### src/rtl/pwm_capture_meter.sv
module pwm_capture_meter #(
  parameter int CNT_W     = 16,
  parameter int PSC_W     = 8,
  parameter int WRAP_W    = 8,
  parameter bit DUAL_UNIT = 1'b1
) (
  input  logic              clk,
  input  logic              rst_n,
  input  logic              start,
  input  logic              pin_a,
  input  logic              pin_b,
  input  logic              pin_sel,
  input  logic [PSC_W-1:0]  tick_div,
  input  logic [CNT_W-1:0]  max_count,
  input  logic [1:0]        edge_div,
  input  logic [WRAP_W-1:0] wrap_limit,
  output logic [CNT_W-1:0]  period_ticks,
  output logic [CNT_W-1:0]  duty_ticks,
  output logic              done,
  output logic              timeout
);

  localparam int EXT_W = CNT_W + 2;

  logic              sync1, sync2, prev;
  logic              busy, have_t0;
  logic [PSC_W-1:0]  psc_cnt;
  logic [CNT_W-1:0]  cnt, t0, cap2;
  logic [WRAP_W-1:0] wrap_cnt;
  logic [2:0]        rise_div, fall_div, edge_lim;

  function automatic logic [CNT_W-1:0] span(input logic [CNT_W-1:0] a,
                                            input logic [CNT_W-1:0] b,
                                            input logic [CNT_W-1:0] m);
    return (b >= a) ? b - a : m - a + b;
  endfunction

  // input selection, synchroniser and edge detection
  wire pin_mux = pin_sel ? pin_b : pin_a;
  wire rise    = sync2 & ~prev;
  wire fall    = ~sync2 & prev;

  always_ff @(posedge clk or negedge rst_n) begin
    if (!rst_n) begin
      sync1 <= 1'b0;
      sync2 <= 1'b0;
      prev  <= 1'b0;
    end else begin
      sync1 <= pin_mux;
      sync2 <= sync1;
      prev  <= sync2;
    end
  end

  assign edge_lim = 3'((4'd1 << edge_div) - 4'd1);

  wire live   = busy && !start;
  wire rise_q = live && rise && (rise_div == edge_lim);
  wire fall_q = live && fall && (fall_div == edge_lim);
  wire tick   = busy && (psc_cnt == tick_div);
  wire wrap   = tick && (cnt == max_count);

  // result arithmetic on the stamps
  logic [CNT_W-1:0] raw_p, d0, d1, per_sh, d2;
  logic [EXT_W-1:0] corr;

  always_comb begin
    raw_p  = span(t0, cnt, max_count);
    d0     = DUAL_UNIT ? span(t0, cap2, max_count) : '0;
    d1     = (d0 > raw_p) ? d0 - raw_p : d0;
    per_sh = raw_p >> edge_div;
    corr   = {2'b00, per_sh} + {2'b00, d1} - {2'b00, raw_p};
    if (edge_div != 2'd0 && d1 >= per_sh)
      d2 = corr[EXT_W-1] ? '0 : corr[CNT_W-1:0];
    else
      d2 = d1;
    if (!DUAL_UNIT) d2 = '0;
  end

  always_ff @(posedge clk or negedge rst_n) begin
    if (!rst_n) begin
      busy         <= 1'b0;
      have_t0      <= 1'b0;
      psc_cnt      <= '0;
      cnt          <= '0;
      wrap_cnt     <= '0;
      rise_div     <= '0;
      fall_div     <= '0;
      t0           <= '0;
      cap2         <= '0;
      period_ticks <= '0;
      duty_ticks   <= '0;
      done         <= 1'b0;
      timeout      <= 1'b0;
    end else if (start) begin
      busy     <= 1'b1;
      have_t0  <= 1'b0;
      psc_cnt  <= '0;
      cnt      <= '0;
      wrap_cnt <= '0;
      rise_div <= '0;
      fall_div <= '0;
      cap2     <= '0;
      done     <= 1'b0;
      timeout  <= 1'b0;
    end else if (busy) begin
      if (tick) begin
        psc_cnt <= '0;
        cnt     <= wrap ? '0 : cnt + 1'b1;
      end else begin
        psc_cnt <= psc_cnt + 1'b1;
      end
      if (rise) rise_div <= (rise_div == edge_lim) ? 3'd0 : rise_div + 3'd1;
      if (fall) fall_div <= (fall_div == edge_lim) ? 3'd0 : fall_div + 3'd1;
      if (fall_q) cap2 <= cnt;
      if (rise_q && !have_t0) begin
        t0      <= cnt;
        have_t0 <= 1'b1;
      end
      if (rise_q && have_t0) begin
        period_ticks <= per_sh;
        duty_ticks   <= d2;
        done         <= 1'b1;
        busy         <= 1'b0;
      end else if (wrap) begin
        if (wrap_cnt == wrap_limit) begin
          timeout <= 1'b1;
          busy    <= 1'b0;
        end else begin
          wrap_cnt <= wrap_cnt + 1'b1;
        end
      end
    end
  end

  assert_flags_excl_R11: assert property (@(posedge clk) disable iff (!rst_n)
    !(done && timeout));

  assert_start_clears_R3: assert property (@(posedge clk) disable iff (!rst_n)
    start |=> (busy && !done && !timeout && cnt == '0));

  assert_result_hold_R10: assert property (@(posedge clk) disable iff (!rst_n)
    (done && !start) |=> (done && $stable(period_ticks) && $stable(duty_ticks)));

  assert_counter_frozen_R10: assert property (@(posedge clk) disable iff (!rst_n)
    (!busy && !start) |=> $stable(cnt));

  assert_counter_paced_R4: assert property (@(posedge clk) disable iff (!rst_n)
    (busy && !start && !tick) |=> $stable(cnt));

  generate
    if (!DUAL_UNIT) begin : g_single
      assert_single_duty_R12: assert property (@(posedge clk) disable iff (!rst_n)
        done |-> (duty_ticks == '0));
    end
  endgenerate

endmodule

### config.mk
export PLATFORM = sky130hd
export DESIGN_NAME = pwm_capture_meter
export DESIGN_NICKNAME = d
export VERILOG_FILES = /design/src/rtl/pwm_capture_meter.sv
export SDC_FILE = /design/constraint.sdc
export NUM_CORES = 1
export LEC_CHECK = 0
export BUFFER_PORTS_ARGS = -buffer_cell sky130_fd_sc_hd__buf_4
export CORE_UTILIZATION = 62
export DETAILED_ROUTE_END_ITERATION = 8
export PLACE_DENSITY = 0.81
export SLEW_MARGIN = 20
export SYNTH_ARGS = -nofsm -noshare
export SYNTH_HDL_FRONTEND = slang
export SYNTH_SLANG_ARGS = --single-unit
### constraint.sdc
create_clock -name clk -period 17.15 [get_ports clk]
set_input_delay 5.145 -clock clk [delete_from_list [all_inputs] [get_ports clk]]
set_output_delay 5.145 -clock clk [all_outputs]
set_load 0.05 [all_outputs]
; After elaboration in Yosys (flattened, before gate mapping)
; Cells that the tools add are included.
[totals]
ff_bits = 109
inputBits = 40
out_inout_bits = 34
elab_cells = 125
[op_classes]
add_sub_neg = 14
n_lt_le_gt_ge = 4
n_eq_ne = 7
n_shift = 2
mux = 45
bitwise = 5
n_reduce_logical = 32
[op_table]
columns = cell, n
row1 = 16-bit two-way mux, 12
row2 = 8-bit two-way mux, 8
row3 = 16-bit subtractor, 4
row4 = 16-bit greater-or-equal comparator, 3
row5 = 16-bit adder, 2
row6 = 3-bit two-way mux, 8
row7 = 2-bit nonzero test, 10
row8 = 17-bit by 16-bit subtractor with 18-bit output, 1
row9 = 16-bit by 16-bit adder with 17-bit output, 1
row10 = 1-bit two-way mux, 17
row11 = 16-bit by 1-bit adder with 16-bit output (second input constant), 1
row12 = 8-bit by 1-bit adder with 8-bit output (second input constant), 2
row13 = 16-bit == test, 1
row14 = 8-bit == test, 2
row15 = 16-bit greater-than comparator, 1
row16 = 16-bit by 2-bit right shift with 16-bit output, 1
row17 = 2-bit AND reduction, 6
row18 = 1-bit logical AND, 10
row19 = 4-bit AND reduction, 2
row20 = 3-bit by 1-bit adder with 3-bit output (second input constant), 2
row21 = 3-bit == test, 2
row22 = 3-bit AND reduction, 2
row23 = 2-bit inequality test (second input constant), 2
row24 = 1-bit NOT, 3
row25 = other kinds (4), 6

; Logic depth before layout (Yosys ltp)
[depth]
ltp_word = 9
ltp_mapped = 49

; Least setup slack after synthesis
; Ideal clock, no wire load.
[synth_path]
path_type = input to register
from = in max_count[0]
to = reg duty_ticks[13]
setup_time_ns = 0.126
arrival_ns = 13.496
t_required_ns = 17.024
slack_ns = 3.528
cell_stages = 47
n_path_buf = 2
cell_sequence = inv_1 ha_1 fa_1 nor2b_1 o21ai_0 a21boi_0 o21ai_0 a21oi_1 o21ai_0 nand2b_1 a21o_1 a21oi_1 xnor2_1 ha_1 and3_1 a21oi_1 o21ai_0 or4_1 [... 11 more ...] buf_6 mux2i_1 xnor2_1 ha_1 ha_1 a21o_1 a21oi_1 o21bai_1 a21oi_1 nor2b_1 nor2_1 o21ai_0 o41ai_1 o2111ai_1 o31a_1 and3_4 buf_6 a221o_1
[synth_via]
elab_chain_len = 9
elab_cells_between_ends = 15
cone_classes = 6 x add/sub / 2 x order compare / 1 x shift / 5 x mux / 1 x reduce/logical
[synth_rtl]
columns = item, line
row1 = start: declaration, 14  ; input logic [CNT_W-1:0] max_count,
row2 = 16-bit subtractor (*), 35  ; return (b >= a) ? b - a : m - a + b;
row3 = 16-bit adder, 35
row4 = 16-bit two-way mux, 35
row5 = 16-bit subtractor / 16-bit greater-than comparator (equally long branches), 70  ; d1 = (d0 > raw_p) ? d0 - raw_p : d0;
row6 = 16-bit two-way mux, 70
row7 = 16-bit by 16-bit adder with 17-bit output, 72  ; corr = {2'b00, per_sh} + {2'b00, d1} - {2'b00, raw_p};
row8 = 17-bit by 16-bit subtractor with 18-bit output, 72
row9 = 16-bit two-way mux, 74  ; d2 = corr[EXT_W-1] ? '0 : corr[CNT_W-1:0];
row10 = 16-bit two-way mux (*), 73  ; if (edge_div != 2'd0 && d1 >= per_sh)
row11 = end signal: assignment, 92  ; duty_ticks <= '0;
row12 = end signal: assignment, 122  ; duty_ticks <= d2;
row13 = end: declaration, 18  ; output logic [CNT_W-1:0] duty_ticks,
; Every way passes the cells marked *; elsewhere a longest branch is shown, timed or not.
; A chain may end at the register's enable or synchronous reset.

; Final worst setup path
[layout_path]
from = in max_count[0]
to = reg duty_ticks[2]
; Same word-level chain as after synthesis.

==> impl_metrics.toml <==
[run_status]
status = "finished, violations left"
failed_checks = "DRC"

[clocking]
clk-insertion-delay-late_ps = 370
clkTransAtPathRegs_ps = 90
max-clock-path-buffers = 2
htree_num_levels = 3
cts-buffers-inserted = 9
ctsRootBufferMaster = "clkbuf_16"
cts_hold_repair.buffers = 0
tritoncts = "done"
post_cts_resize_count = 0
cts_setup_buffers = 0
clock-sinks = 109

[hold_path]
worst_hold_path.endpoint = "sync2$_DFF_PN0_"
min_path_cells = 0
hold_class = "flop to flop"
hold_path_startpoint = "sync1$_DFF_PN0_"

[logic_synthesis]
synthesis.nets = 1573
synthDistinctLibCells = 86
yosysWarningCount = 0
synth.avg_cell_area_um2 = 8.44
ys_dominant_reg_cell = "dfrtp_1"
synthMostInstantiatedCell = "ha_1"
synth_top_cell_by_area = "dfrtp_1"
synth_cells = 1381
yosys_register_bits = 109
async_flop_share = 1.00
ys_top_cells_by_count = "134 x ha_1, 111 x nand2_1, 109 x dfrtp_1"
post-synth-top-area-fraction = 0.234
synth.yosys.seq_area_share = 0.234
synthTopCellsByArea = "dfrtp_1 23%, ha_1 14%, xor2_1 6.2%"
netlist_area_mm2 = 0.0117
post_synth_edffs = 0

[global_route]
first_global_vias = 9900
grt_antenna_before_repair = 0
grt_max_degree = 57
grtUsageTotal = 0.333
wire_length_of_the_first_global_routing_pass_um = 51000
global_route.overflow_total = 0

[timing]
max_slew_headroom = 0.427
layout_min_cycle_time_ps = 14750
worst_pin_slew_ps = 835
share_of_the_cycle_needed_by_the_critical_path_after_routing = 0.860
achievable-frequency_mhz = 67.8
final-max-slew-violation-count = 0
finClkSkew_ps = 14.2
grt_setup_unrepaired = "no"
finalHoldViolCount = 0
setup-tns-final_ps = 0
setup_viol = 0

[die]
die_w_um = 139
coreArea_mm2 = 0.0182
effective_utilization_at_floorplan = 0.640
dieArea_mm2 = 0.0193
floorplan.io_pins = 74
rows = 49
floorplan.die.height_um = 139

[critical_path]
worstSetupStartpointType = "primary input"
critical-path-slowest-cell = "o41ai_1"
timing.critical_path.slowest_cell_delay_ps = 560
crit_buf_inv = 3
cp_num_cells = 47
critPathArrivalTime_ps = 15000
reg2reg_setup_slack_ps = 6860
timing.critical_path.max_delay_family = "compound AO/OA/AOI/OAI gates"
timing.critical_path.required_ps = 17400
worstReg2RegStart = "t0[0]$_DFFE_PN0P_"
ff2ff_path_depth = 45
path_common_cell = "a21oi_1"
worstSetupEndpointType = "flop"
category_of_the_critical_setup_timing_path = "primary input to flop"
timing.rr.end = "duty_ticks[2]$_DFFE_PN0P_"
crit_path_max_fanout = 12

[flow_run]
cap_viol_max_count = 0

[cells_and_area]
drive_gt1_frac = 0.101
area_growth_pct = 8.64
fin_area_mm2 = 0.0127
nFillCells = 1472
final_net_count = 1617
insertedDiodeCount = 0

[routing]
wl_per_cell_um = 18.7
final_antenna_net_count = 0
first_pass_iters = 7
post_drt_via_cell_ratio = 6.28
vias = 10400
finalWirelength_um = 31100
post_detailed_route_drc_marker_count = 4
first_iter_violations = 852

[placed_design]
number_of_i_o_port_buffers = 73
post-dp-hpwl_um = 25000
place_area_mm2 = 0.0123
place_congestion = 0.988
[sequential cells by signal (all words and copies together), names as in the netlist]
name          flops
prev              1
rise_div          3
duty_ticks       16
cnt              16
fall_div          3
psc_cnt           8
done              1
timeout           1
sync2             1
have_t0           1
cap2             16
sync1             1
t0               16
busy              1
period_ticks     16
wrap_cnt          8
[placed cells by master, fill, tap and decap left out, types with 7 or more instances in the layout]
cell type	n
mux2_2	19
nor4_1	7
and2_1	7
o21bai_1	11
nor2_1	99
o21ai_0	94
nand2b_1	20
nand2_1	111
a21o_1	30
a221o_1	11
clkbuf_16	9
fa_1	18
dfrtp_1	109
buf_4	81
a21oi_1	90
or3_1	12
nand3_1	43
o21a_1	15
and3_1	18
a22o_1	20
xor2_1	83
mux2i_1	15
nor2b_1	17
ha_1	134
nor3_1	37
a211o_1	8
nand4_1	17
inv_1	97
a31oi_1	13
xnor2_1	66
[area by class of cell]
type | instances | area (um2) | share of cell area
multi-input cells | 1125 | 8340 | 0.659
repair buffers | 81 | 608 | 0.0480
inverters | 99 | 372 | 0.0294
clock buffers | 9 | 225 | 0.0178
flip-flops and latches | 109 | 2730 | 0.215
well taps | 229 | 287 | 0.0226
clock inverters | 7 | 96.3 | 0.00761
[worst max path at each step]
stage	start	end	slack, ps
after floorplan	max_count[0]	duty_ticks[13]$_DFFE_PN0P_	3530
after global placement	max_count[0]	duty_ticks[14]$_DFFE_PN0P_	2560
after detailed placement	max_count[0]	duty_ticks[14]$_DFFE_PN0P_	2200
after CTS	max_count[0]	duty_ticks[2]$_DFFE_PN0P_	2540
after global routing	max_count[0]	duty_ticks[2]$_DFFE_PN0P_	1650
final	max_count[0]	duty_ticks[2]$_DFFE_PN0P_	2400
[logic make-up (layout without fill, tap and decap cells)]
group | after synthesis | in the layout | synth area share
AND/OR/NAND/NOR | 413 | 413 | 0.171
AO/OA/AOI/OAI | 369 | 369 | 0.214
adder cells (fa/ha/maj) | 154 | 154 | 0.177
XOR/XNOR | 150 | 150 | 0.113
buffers and inverters | 147 | 196 | 0.0512
flip-flops | 109 | 109 | 0.234
multiplexers | 39 | 39 | 0.0395
[through the flow]
| step | std cells | setup slack, ps | utilization | hold slack, ps |
|---|---|---|---|---|
| final | 1659 | 2400 | 0.695 | 356 |
| after global routing | 1659 | 1650 | 0.695 | 364 |
| after CTS | 1659 | 2540 | 0.695 | 356 |
| after detailed placement | 1643 | 2200 | 0.677 | 336 |
| after global placement | 1643 | 2560 | 0.677 | 339 |
| after floorplan | 1381 | 3530 | - | 331 |
[per-layer routing]
layer	global-route usage	vias to the layer above	routed length [um]
met3	0.0528	58	2310
met2	0.540	372	14200
met1	0.451	4952	13700
met4	0.113	0	797
met5	0	-	0
li1	-	5040	-
Power is left out: the tool's default activity adds up to more than one toggle a clock period on the data nets, which glitch-free logic cannot reach.
